File: src/rtl/adb_seq_pkg.sv
package adb_seq_pkg;
  typedef enum logic [1:0] {
    PH_CMD  = 2'b00,
    PH_EVEN = 2'b01,
    PH_ODD  = 2'b10,
    PH_IDLE = 2'b11
  } phase_e;

  typedef enum logic [1:0] {
    ST_IDLE,
    ST_SEND,
    ST_READ
  } seq_st_e;

  function automatic logic is_talk(input logic [7:0] c);
    return c[3:2] == 2'b11;
  endfunction

  function automatic logic is_poll(input logic [7:0] c);
    return c[3:0] == 4'b1100;
  endfunction

  // command byte goes to EVEN, every later byte flips both bits
  function automatic phase_e step_phase(input phase_e p);
    return (p == PH_CMD) ? PH_EVEN : phase_e'(~p);
  endfunction
endpackage

File: src/rtl/adb_req_store.sv
module adb_req_store #(
  parameter int MAX_BYTES = 14,
  parameter int LW        = $clog2(MAX_BYTES + 2),
  parameter int DW        = (MAX_BYTES - 1) * 8
) (
  input  logic          clk_i,
  input  logic          rst_ni,
  input  logic          cap_i,
  input  logic [7:0]    cmd_i,
  input  logic [DW-1:0] data_i,
  input  logic [LW-1:0] len_i,
  input  logic          reply_i,
  input  logic [LW-1:0] idx_i,
  output logic [7:0]    cmd_o,
  output logic [LW-1:0] len_o,
  output logic          reply_o,
  output logic [7:0]    byte_o
);
  logic [7:0] byte_q [MAX_BYTES];

  for (genvar g = 0; g < MAX_BYTES; g++) begin : g_byte
    if (g == 0) begin : g_cmd
      always_ff @(posedge clk_i or negedge rst_ni)
        if (!rst_ni)    byte_q[g] <= '0;
        else if (cap_i) byte_q[g] <= cmd_i;
    end else begin : g_dat
      always_ff @(posedge clk_i or negedge rst_ni)
        if (!rst_ni)    byte_q[g] <= '0;
        else if (cap_i) byte_q[g] <= data_i[(g-1)*8 +: 8];
    end
  end

  always_ff @(posedge clk_i or negedge rst_ni) begin
    if (!rst_ni) begin
      len_o   <= '0;
      reply_o <= 1'b0;
    end else if (cap_i) begin
      len_o   <= len_i;
      reply_o <= reply_i;
    end
  end

  assign cmd_o = byte_q[0];

  always_comb begin
    byte_o = 8'h00;
    for (int i = 0; i < MAX_BYTES; i++)
      if (idx_i == LW'(i)) byte_o = byte_q[i];
  end
endmodule

File: src/rtl/adb_reply_buf.sv
module adb_reply_buf #(
  parameter int DEPTH = 16,
  parameter int CW    = $clog2(DEPTH + 1)
) (
  input  logic               clk_i,
  input  logic               rst_ni,
  input  logic               start_i,
  input  logic               push_i,
  input  logic [7:0]         byte_i,
  output logic [CW-1:0]      cnt_o,
  output logic [DEPTH*8-1:0] data_o
);
  logic [CW-1:0] cnt_q;

  always_ff @(posedge clk_i or negedge rst_ni) begin
    if (!rst_ni)                               cnt_q <= '0;
    else if (start_i)                          cnt_q <= CW'(1);
    else if (push_i && cnt_q < CW'(DEPTH))     cnt_q <= cnt_q + CW'(1);
  end

  for (genvar g = 0; g < DEPTH; g++) begin : g_ent
    logic [7:0] ent_q;
    logic       wr;
    if (g == 0) begin : g_first
      assign wr = start_i;
    end else begin : g_rest
      assign wr = push_i && !start_i && (cnt_q == CW'(g));
    end
    always_ff @(posedge clk_i or negedge rst_ni)
      if (!rst_ni)  ent_q <= '0;
      else if (wr)  ent_q <= byte_i;
    assign data_o[g*8 +: 8] = ent_q;
  end

  assign cnt_o = cnt_q;
endmodule

File: src/rtl/adb_host_seq.sv
module adb_host_seq
  import adb_seq_pkg::*;
#(
  parameter int MAX_BYTES   = 14,
  parameter int REPLY_DEPTH = 16,
  localparam int LW = $clog2(MAX_BYTES + 2),
  localparam int CW = $clog2(REPLY_DEPTH + 1),
  localparam int DW = (MAX_BYTES - 1) * 8
) (
  input  logic                     clk_i,
  input  logic                     rst_ni,
  input  logic                     req_valid_i,
  output logic                     req_ready_o,
  input  logic [7:0]               req_cmd_i,
  input  logic [DW-1:0]            req_data_i,
  input  logic [LW-1:0]            req_len_i,
  input  logic                     req_reply_i,
  output logic                     done_o,
  output logic                     err_o,
  output logic                     pkt_o,
  output logic                     timeout_o,
  output logic                     srq_o,
  output logic [CW-1:0]            reply_len_o,
  output logic [REPLY_DEPTH*8-1:0] reply_data_o,
  output logic [7:0]               last_poll_o,
  output logic [1:0]               phase_o,
  output logic                     sh_load_o,
  output logic [7:0]               sh_data_o,
  output logic                     sh_out_o,
  input  logic                     sh_done_i,
  input  logic [7:0]               sh_rx_i,
  input  logic                     ctlr_n_i
);
  seq_st_e       st_q, st_d;
  phase_e        ph_q, ph_d;
  logic          dir_q, dir_d, ld_q, ld_d, pend_q, pend_d, rr_q, rr_d;
  logic          to_q, to_d, srq_q, srq_d;
  logic          done_q, done_d, err_q, err_d, pkt_q, pkt_d;
  logic [LW-1:0] idx_q, idx_d;
  logic [7:0]    ldat_q, ldat_d, talk_q, talk_d, poll_q, poll_d;
  logic [CW-1:0] rlen_q, rlen_d;

  logic          cap, rb_start, rb_push, go_idle, go_send, accept, len_ok;
  logic [7:0]    rb_byte, send_cmd, s_cmd, s_byte;
  logic [LW-1:0] s_len;
  logic          s_reply;
  logic [CW-1:0] rb_cnt;

  adb_req_store #(.MAX_BYTES(MAX_BYTES), .LW(LW), .DW(DW)) i_store (
    .clk_i, .rst_ni,
    .cap_i   (cap),
    .cmd_i   (req_cmd_i),
    .data_i  (req_data_i),
    .len_i   (req_len_i),
    .reply_i (req_reply_i),
    .idx_i   (idx_q),
    .cmd_o   (s_cmd),
    .len_o   (s_len),
    .reply_o (s_reply),
    .byte_o  (s_byte)
  );

  adb_reply_buf #(.DEPTH(REPLY_DEPTH), .CW(CW)) i_rbuf (
    .clk_i, .rst_ni,
    .start_i (rb_start),
    .push_i  (rb_push),
    .byte_i  (rb_byte),
    .cnt_o   (rb_cnt),
    .data_o  (reply_data_o)
  );

  assign req_ready_o = (st_q == ST_IDLE);
  assign accept      = req_valid_i && req_ready_o && !sh_done_i;
  assign len_ok      = (req_len_i != '0) && (req_len_i <= LW'(MAX_BYTES));

  always_comb begin
    st_d = st_q;  ph_d = ph_q;  dir_d = dir_q;  idx_d = idx_q;
    ld_d = 1'b0;  ldat_d = ldat_q;  pend_d = pend_q;  rr_d = rr_q;
    to_d = to_q;  srq_d = srq_q;  rlen_d = rlen_q;
    done_d = 1'b0;  err_d = 1'b0;  pkt_d = 1'b0;
    talk_d = talk_q;  poll_d = poll_q;
    cap = 1'b0;  rb_start = 1'b0;  rb_push = 1'b0;  rb_byte = sh_rx_i;
    go_idle = 1'b0;  go_send = 1'b0;  send_cmd = s_cmd;

    unique case (st_q)
      ST_IDLE: begin
        if (sh_done_i) begin
          if (!ctlr_n_i) begin            // buffered autopoll data waiting
            rb_start = 1'b1;
            rr_d  = 1'b0;  to_d = 1'b0;  srq_d = 1'b0;
            st_d  = ST_READ;
            ph_d  = PH_EVEN;
          end
        end else if (accept) begin
          if (len_ok) begin
            cap = 1'b1;  go_send = 1'b1;  send_cmd = req_cmd_i;
            to_d = 1'b0;  srq_d = 1'b0;
          end else begin
            done_d = 1'b1;  err_d = 1'b1;  rlen_d = '0;
          end
        end
      end

      ST_SEND: begin
        if (sh_done_i) begin
          if (ph_q == PH_CMD && ctlr_n_i && is_talk(s_cmd)) begin
            talk_d = s_cmd;
            if (is_poll(s_cmd)) poll_d = s_cmd;
          end
          if (ph_q == PH_CMD && !ctlr_n_i) begin
            // first byte of the buffered reply was lost on the output shift
            st_d = ST_READ;  rr_d = 1'b0;  dir_d = 1'b0;
            rb_start = 1'b1;  rb_byte = talk_q;
            to_d = 1'b0;  srq_d = 1'b0;
            ph_d = step_phase(ph_q);
          end else if (idx_q >= s_len) begin
            if (s_reply || is_talk(s_cmd)) begin
              st_d = ST_READ;  rr_d = s_reply;  dir_d = 1'b0;
              rb_start = 1'b1;  rb_byte = s_cmd;
              to_d = 1'b0;  srq_d = 1'b0;
              ph_d = step_phase(ph_q);
              if (!s_reply) begin
                done_d = 1'b1;  rlen_d = '0;  pend_d = 1'b0;
              end
            end else begin
              done_d = 1'b1;  rlen_d = '0;  pend_d = 1'b0;  go_idle = 1'b1;
            end
          end else begin
            ld_d = 1'b1;  ldat_d = s_byte;
            idx_d = idx_q + LW'(1);
            ph_d = step_phase(ph_q);
          end
        end
      end

      ST_READ: begin
        if (sh_done_i) begin
          if (!ctlr_n_i && ph_q == PH_EVEN && rb_cnt == CW'(1)) begin
            to_d = 1'b1;  rb_push = 1'b1;  ph_d = step_phase(ph_q);
          end else if (!ctlr_n_i && ph_q == PH_ODD && rb_cnt == CW'(2)) begin
            srq_d = 1'b1;  rb_push = 1'b1;  ph_d = step_phase(ph_q);
          end else if (!ctlr_n_i) begin
            rlen_d = to_q ? '0 : rb_cnt;
            if (rr_q) begin
              done_d = 1'b1;  pend_d = 1'b0;
            end else begin
              pkt_d = 1'b1;
            end
            go_idle = 1'b1;
          end else begin
            rb_push = 1'b1;  ph_d = step_phase(ph_q);
          end
        end
      end

      default: st_d = ST_IDLE;
    endcase

    if (go_idle) begin
      if (pend_d) begin
        go_send = 1'b1;  send_cmd = s_cmd;   // restart the held request
      end else begin
        st_d = ST_IDLE;  ph_d = PH_IDLE;  dir_d = 1'b0;
      end
    end
    if (go_send) begin
      st_d = ST_SEND;  ph_d = PH_CMD;  dir_d = 1'b1;
      ld_d = 1'b1;  ldat_d = send_cmd;  idx_d = LW'(1);  pend_d = 1'b1;
    end
  end

  always_ff @(posedge clk_i or negedge rst_ni) begin
    if (!rst_ni) begin
      st_q <= ST_IDLE;  ph_q <= PH_IDLE;  dir_q <= 1'b0;  idx_q <= '0;
      ld_q <= 1'b0;  ldat_q <= '0;  pend_q <= 1'b0;  rr_q <= 1'b0;
      to_q <= 1'b0;  srq_q <= 1'b0;  rlen_q <= '0;
      done_q <= 1'b0;  err_q <= 1'b0;  pkt_q <= 1'b0;
      talk_q <= '0;  poll_q <= '0;
    end else begin
      st_q <= st_d;  ph_q <= ph_d;  dir_q <= dir_d;  idx_q <= idx_d;
      ld_q <= ld_d;  ldat_q <= ldat_d;  pend_q <= pend_d;  rr_q <= rr_d;
      to_q <= to_d;  srq_q <= srq_d;  rlen_q <= rlen_d;
      done_q <= done_d;  err_q <= err_d;  pkt_q <= pkt_d;
      talk_q <= talk_d;  poll_q <= poll_d;
    end
  end

  assign phase_o     = ph_q;
  assign sh_out_o    = dir_q;
  assign sh_load_o   = ld_q;
  assign sh_data_o   = ldat_q;
  assign done_o      = done_q;
  assign err_o       = err_q;
  assign pkt_o       = pkt_q;
  assign timeout_o   = to_q;
  assign srq_o       = srq_q;
  assign reply_len_o = rlen_q;
  assign last_poll_o = poll_q;
endmodule

File: config.mk
export PLATFORM = sky130hd
export DESIGN_NAME = adb_host_seq
export DESIGN_NICKNAME = d
export VERILOG_FILES = /design/src/rtl/adb_seq_pkg.sv /design/src/rtl/adb_req_store.sv /design/src/rtl/adb_reply_buf.sv /design/src/rtl/adb_host_seq.sv
export SDC_FILE = /design/constraint.sdc
export NUM_CORES = 1
export LEC_CHECK = 0
export BUFFER_PORTS_ARGS = -buffer_cell sky130_fd_sc_hd__buf_4
export CAP_MARGIN = 20
export CORE_UTILIZATION = 55
export DETAILED_ROUTE_END_ITERATION = 16
export PLACE_DENSITY_LB_ADDON = 0.2
export SETUP_SLACK_MARGIN = 0.4
export SLEW_MARGIN = 20
export SYNTH_ARGS = -nofsm -noshare
export SYNTH_HDL_FRONTEND = slang
export SYNTH_SLANG_ARGS = --single-unit
File: constraint.sdc
create_clock -name clk_i -period 4.16 [get_ports clk_i]
set_clock_uncertainty 0.05 [all_clocks]
set_input_delay 0.832 -clock clk_i [delete_from_list [all_inputs] [get_ports clk_i]]
set_output_delay 0.832 -clock clk_i [all_outputs]
set_load 0.01 [all_outputs]
==> results.md <==
- Status: finished, final reports clean
- Switch share: 0.3512
- Post-synth top flop: dfrtp_1
- Clk pwr share: 0.264
- DP HPWL: 27,010 µm
- Nets@finish: 1,747
- FFs w/ async S/R, synth: 1.000
- GPL Wtd Cong: 0.8927
- Final-report setup violation count: 0
- CP bufs+invs: 0
- Share of the synthesized area in the top cell type: 0.5369
- Slew @ Worst Pin: 921.0 ps
- Comb pwr share: 0.328
- Area after DPL: 16,180 µm²
- Yosys cell types: 71
- Worst setup EP type: flop
- Slew HR: 0.3860
- Dpl ws: 887.8 ps
- Fillers: 1,852
- Post-layout min period: 3286 ps
- Syn Std Cell Area: 13,700 µm²
- CTS tree: yes
- Max-slew violations: 0
- Post-Syn Nets: 1,484
- Sequential fraction of design power: 0.408
- Die height: 159.8 µm
- Max stage delay cell, worst path: or4b_1
- Count of clock tree sinks: 296
- Clock transition at path regs: 60 ps
- Overall Global Routing Usage: 0.3001
- Via count: 11,160
- Cell internal pwr: 7.116 mW
- Antenna cells: 0
- Post-cts hold buffer count: 0
- Final Util: 0.7071
- Port Buffers: 288
- CP max FO: 12
- Worst hold path type: primary input to asynchronous set/reset pin
- First-pass DRT Iterations: 5
- Final worst path period share: 0.7899
- # rows: 57
- TritonCTS Buffers: 31
- PD cells: 635.9 nW/µm²
- Commonest cells in the netlist: nand2_1, dfrtp_1, mux2_2
- Congestion Overflow GR: 0
- Starting Density: 0.5618
- CP top delay family: simple AND/OR/NAND/NOR gates
- YS warnings: 0
- Fmax: 304.3 MHz
- Leakage: 8.772 nW
- Switching Power: 3.852 mW
- Postcts setup bufs: 0
- Post-Route WL: 38,290 µm
- Flops & latches, synth: 296
- Cells after Synth: 1,336
- Sequential fraction of the synthesis area: 0.5408
- Critical Path RT: 4540 ps
- Initial antenna violation count: 0
- Crit path cell chain: or2_1, or4_4, a21o_1, a211o_4, or4b_1, mux2_2
- Antenna viol nets, final: 0
- Setup ws final: 874.2 ps
- DRC: 0
- H-tree depth: 1
- Final hold violations: 0
- Critical path origin: i_rbuf.cnt_o[3]$_DFFE_PN0P_
- CTS Buffer Depth: 3
- Drt initial violations: 1,010
- Die Span X: 159.8 µm
- Layout area overhead: 25.88%
- Routed wire per std cell: 19.69 µm
- RSZ-0062 raised after global routing: false
- Worst endpoint data arrival time: 3670 ps
- Resized Gates After CTS: 0
- Worst skew pair latency: 550 ps
- Vias/cell: 5.736
- Setup TNS: 0 ps
- Post-route cell area: 17,250 µm²
- Post-synth top area cell: dfrtp_1
- Maximum number of pins on one net before global-route repair: 101
- Maximum VDD drop: 0.0004384 V
- WS Path Type: flop to flop
- Post-synth EDFFs: 0
- # IOs: 289
- CTS root buf: clkbuf_16
- Crit path largest cell delay: 700 ps
- Core Footprint: 24,390 µm²
- First-pass GRT wire length: 60,720 µm
- Number of global-route vias before repair: 11,070
- Top cells by area, synth: dfrtp_1, mux2_2, nand2_1
- Die ar.: 25,550 µm²
- Share of layout cells above drive strength 1: 0.3307
- Mean Syn Cell Area: 10.26 µm²
- Critical Path Start Type: flop
- Maxcap violations: 0
- FF-to-FF Start: i_rbuf.cnt_o[3]$_DFFE_PN0P_
- Most common cell in the netlist: nand2_1
per-layer routing:
layer  routed length (µm)  global-route usage  vias to the layer above
met4                  790             0.07273                        0
met2                17320              0.4637                      454
li1                     -                   -                     5098
met3                 3596             0.07896                       56
met1                16590              0.4252                     5549
met5                    0                   0                        -
path summary, 6_finish.rpt:
kind | end | slack (ps) | cells past startpoint
min | i_store.byte_q[18]$_DFFE_PN0P_ | 260 | 1
max | i_rbuf.g_ent[2].ent_q[1]$_DFFE_PN0P_ | 870 | 6
max reg2reg | i_rbuf.g_ent[2].ent_q[1]$_DFFE_PN0P_ | 870 | 6
max in group asynchronous | phase_o[1]$_DFF_PN1_ | 2820 | 2
min reg2reg | i_store.byte_q[62]$_DFFE_PN0P_ | 420 | 2
min in group clk_i | i_store.byte_q[40]$_DFFE_PN0P_ | 420 | 3
logic make-up (layout without fill, tap and decap cells):
logic type      Yosys count  count (layout)  share of synthesized area
simple gates            534             534                     0.1759
flops                   296             296                     0.5408
fa+ha+maj                18              18                    0.01644
xor+xnor                  6               6                   0.003835
buf+inv                 119             404                    0.03497
compound gates          216             216                     0.1080
mux                     147             147                     0.1201
power groups by stage:
stage               Combinational (mW)  Clock, mW  Sequential [mW]
floorplan                         2.19          0             4.41
global placement                  3.47          0             4.48
detailed placement                3.56          0             4.49
CTS                               3.59       2.93             4.46
global route                      3.96       3.04             4.58
finish                            3.60       2.89             4.47
sequential cells by signal, indices dropped and copies added, names as in the netlist, 2 cells and up:
signal,flops
i_rbuf.cnt_o,5
i_rbuf.g_ent.ent_q,128
i_store.byte_q,104
i_store.cmd_o,8
i_store.len_o,4
idx_q,4
last_poll_o,8
phase_o,2
reply_len_o,5
sh_data_o,8
st_q,2
talk_q,8
cell usage in the layout (no fill, tap or decap), types with 5 or more instances in the layout:
master and instances:
nand3b_1 16, nor2b_1 16, o31ai_1 9, a22oi_1 6, a21oi_1 39, a41oi_1 6, dfrtp_1 294, bufinv_16 5
a311oi_1 6, or2_2 7, ha_1 18, a21o_1 6, o211ai_1 7, o22ai_1 25, buf_4 308, o21ai_0 38
nand2_1 396, nor3_1 14, a2bb2oi_1 8, nor3_2 6, clkinv_2 5, o22a_1 5, a31oi_1 6, clkbuf_16 31
mux2_2 139, a211oi_1 7, o21a_1 11, nand2b_1 11, nand3_1 7, nor2_1 25, mux2i_1 8, a221oi_1 6
inv_1 37, nand4_1 8
through the flow:
stage / hold slack, ps / total power [mW] / instances
finish: 260.9 / 10.97 / 1945
floorplan: 386.9 / 6.598 / 1336
global placement: 401.9 / 7.946 / 1890
global route: 323.4 / 11.58 / 1945
CTS: 296.6 / 10.98 / 1945
detailed placement: 407.3 / 8.049 / 1890
final cells by class:
type	instances	area (µm²)	area share
repair buffers	312	2387	0.1384
clock inverters	16	225.2	0.01306
well taps	324	405.4	0.02350
inverters	37	138.9	0.008052
multi-input cells	921	5836	0.3383
clock buffers	39	845.8	0.04904
flip-flops and latches	296	7410	0.4296
Power figures use the tool's default switching activity.
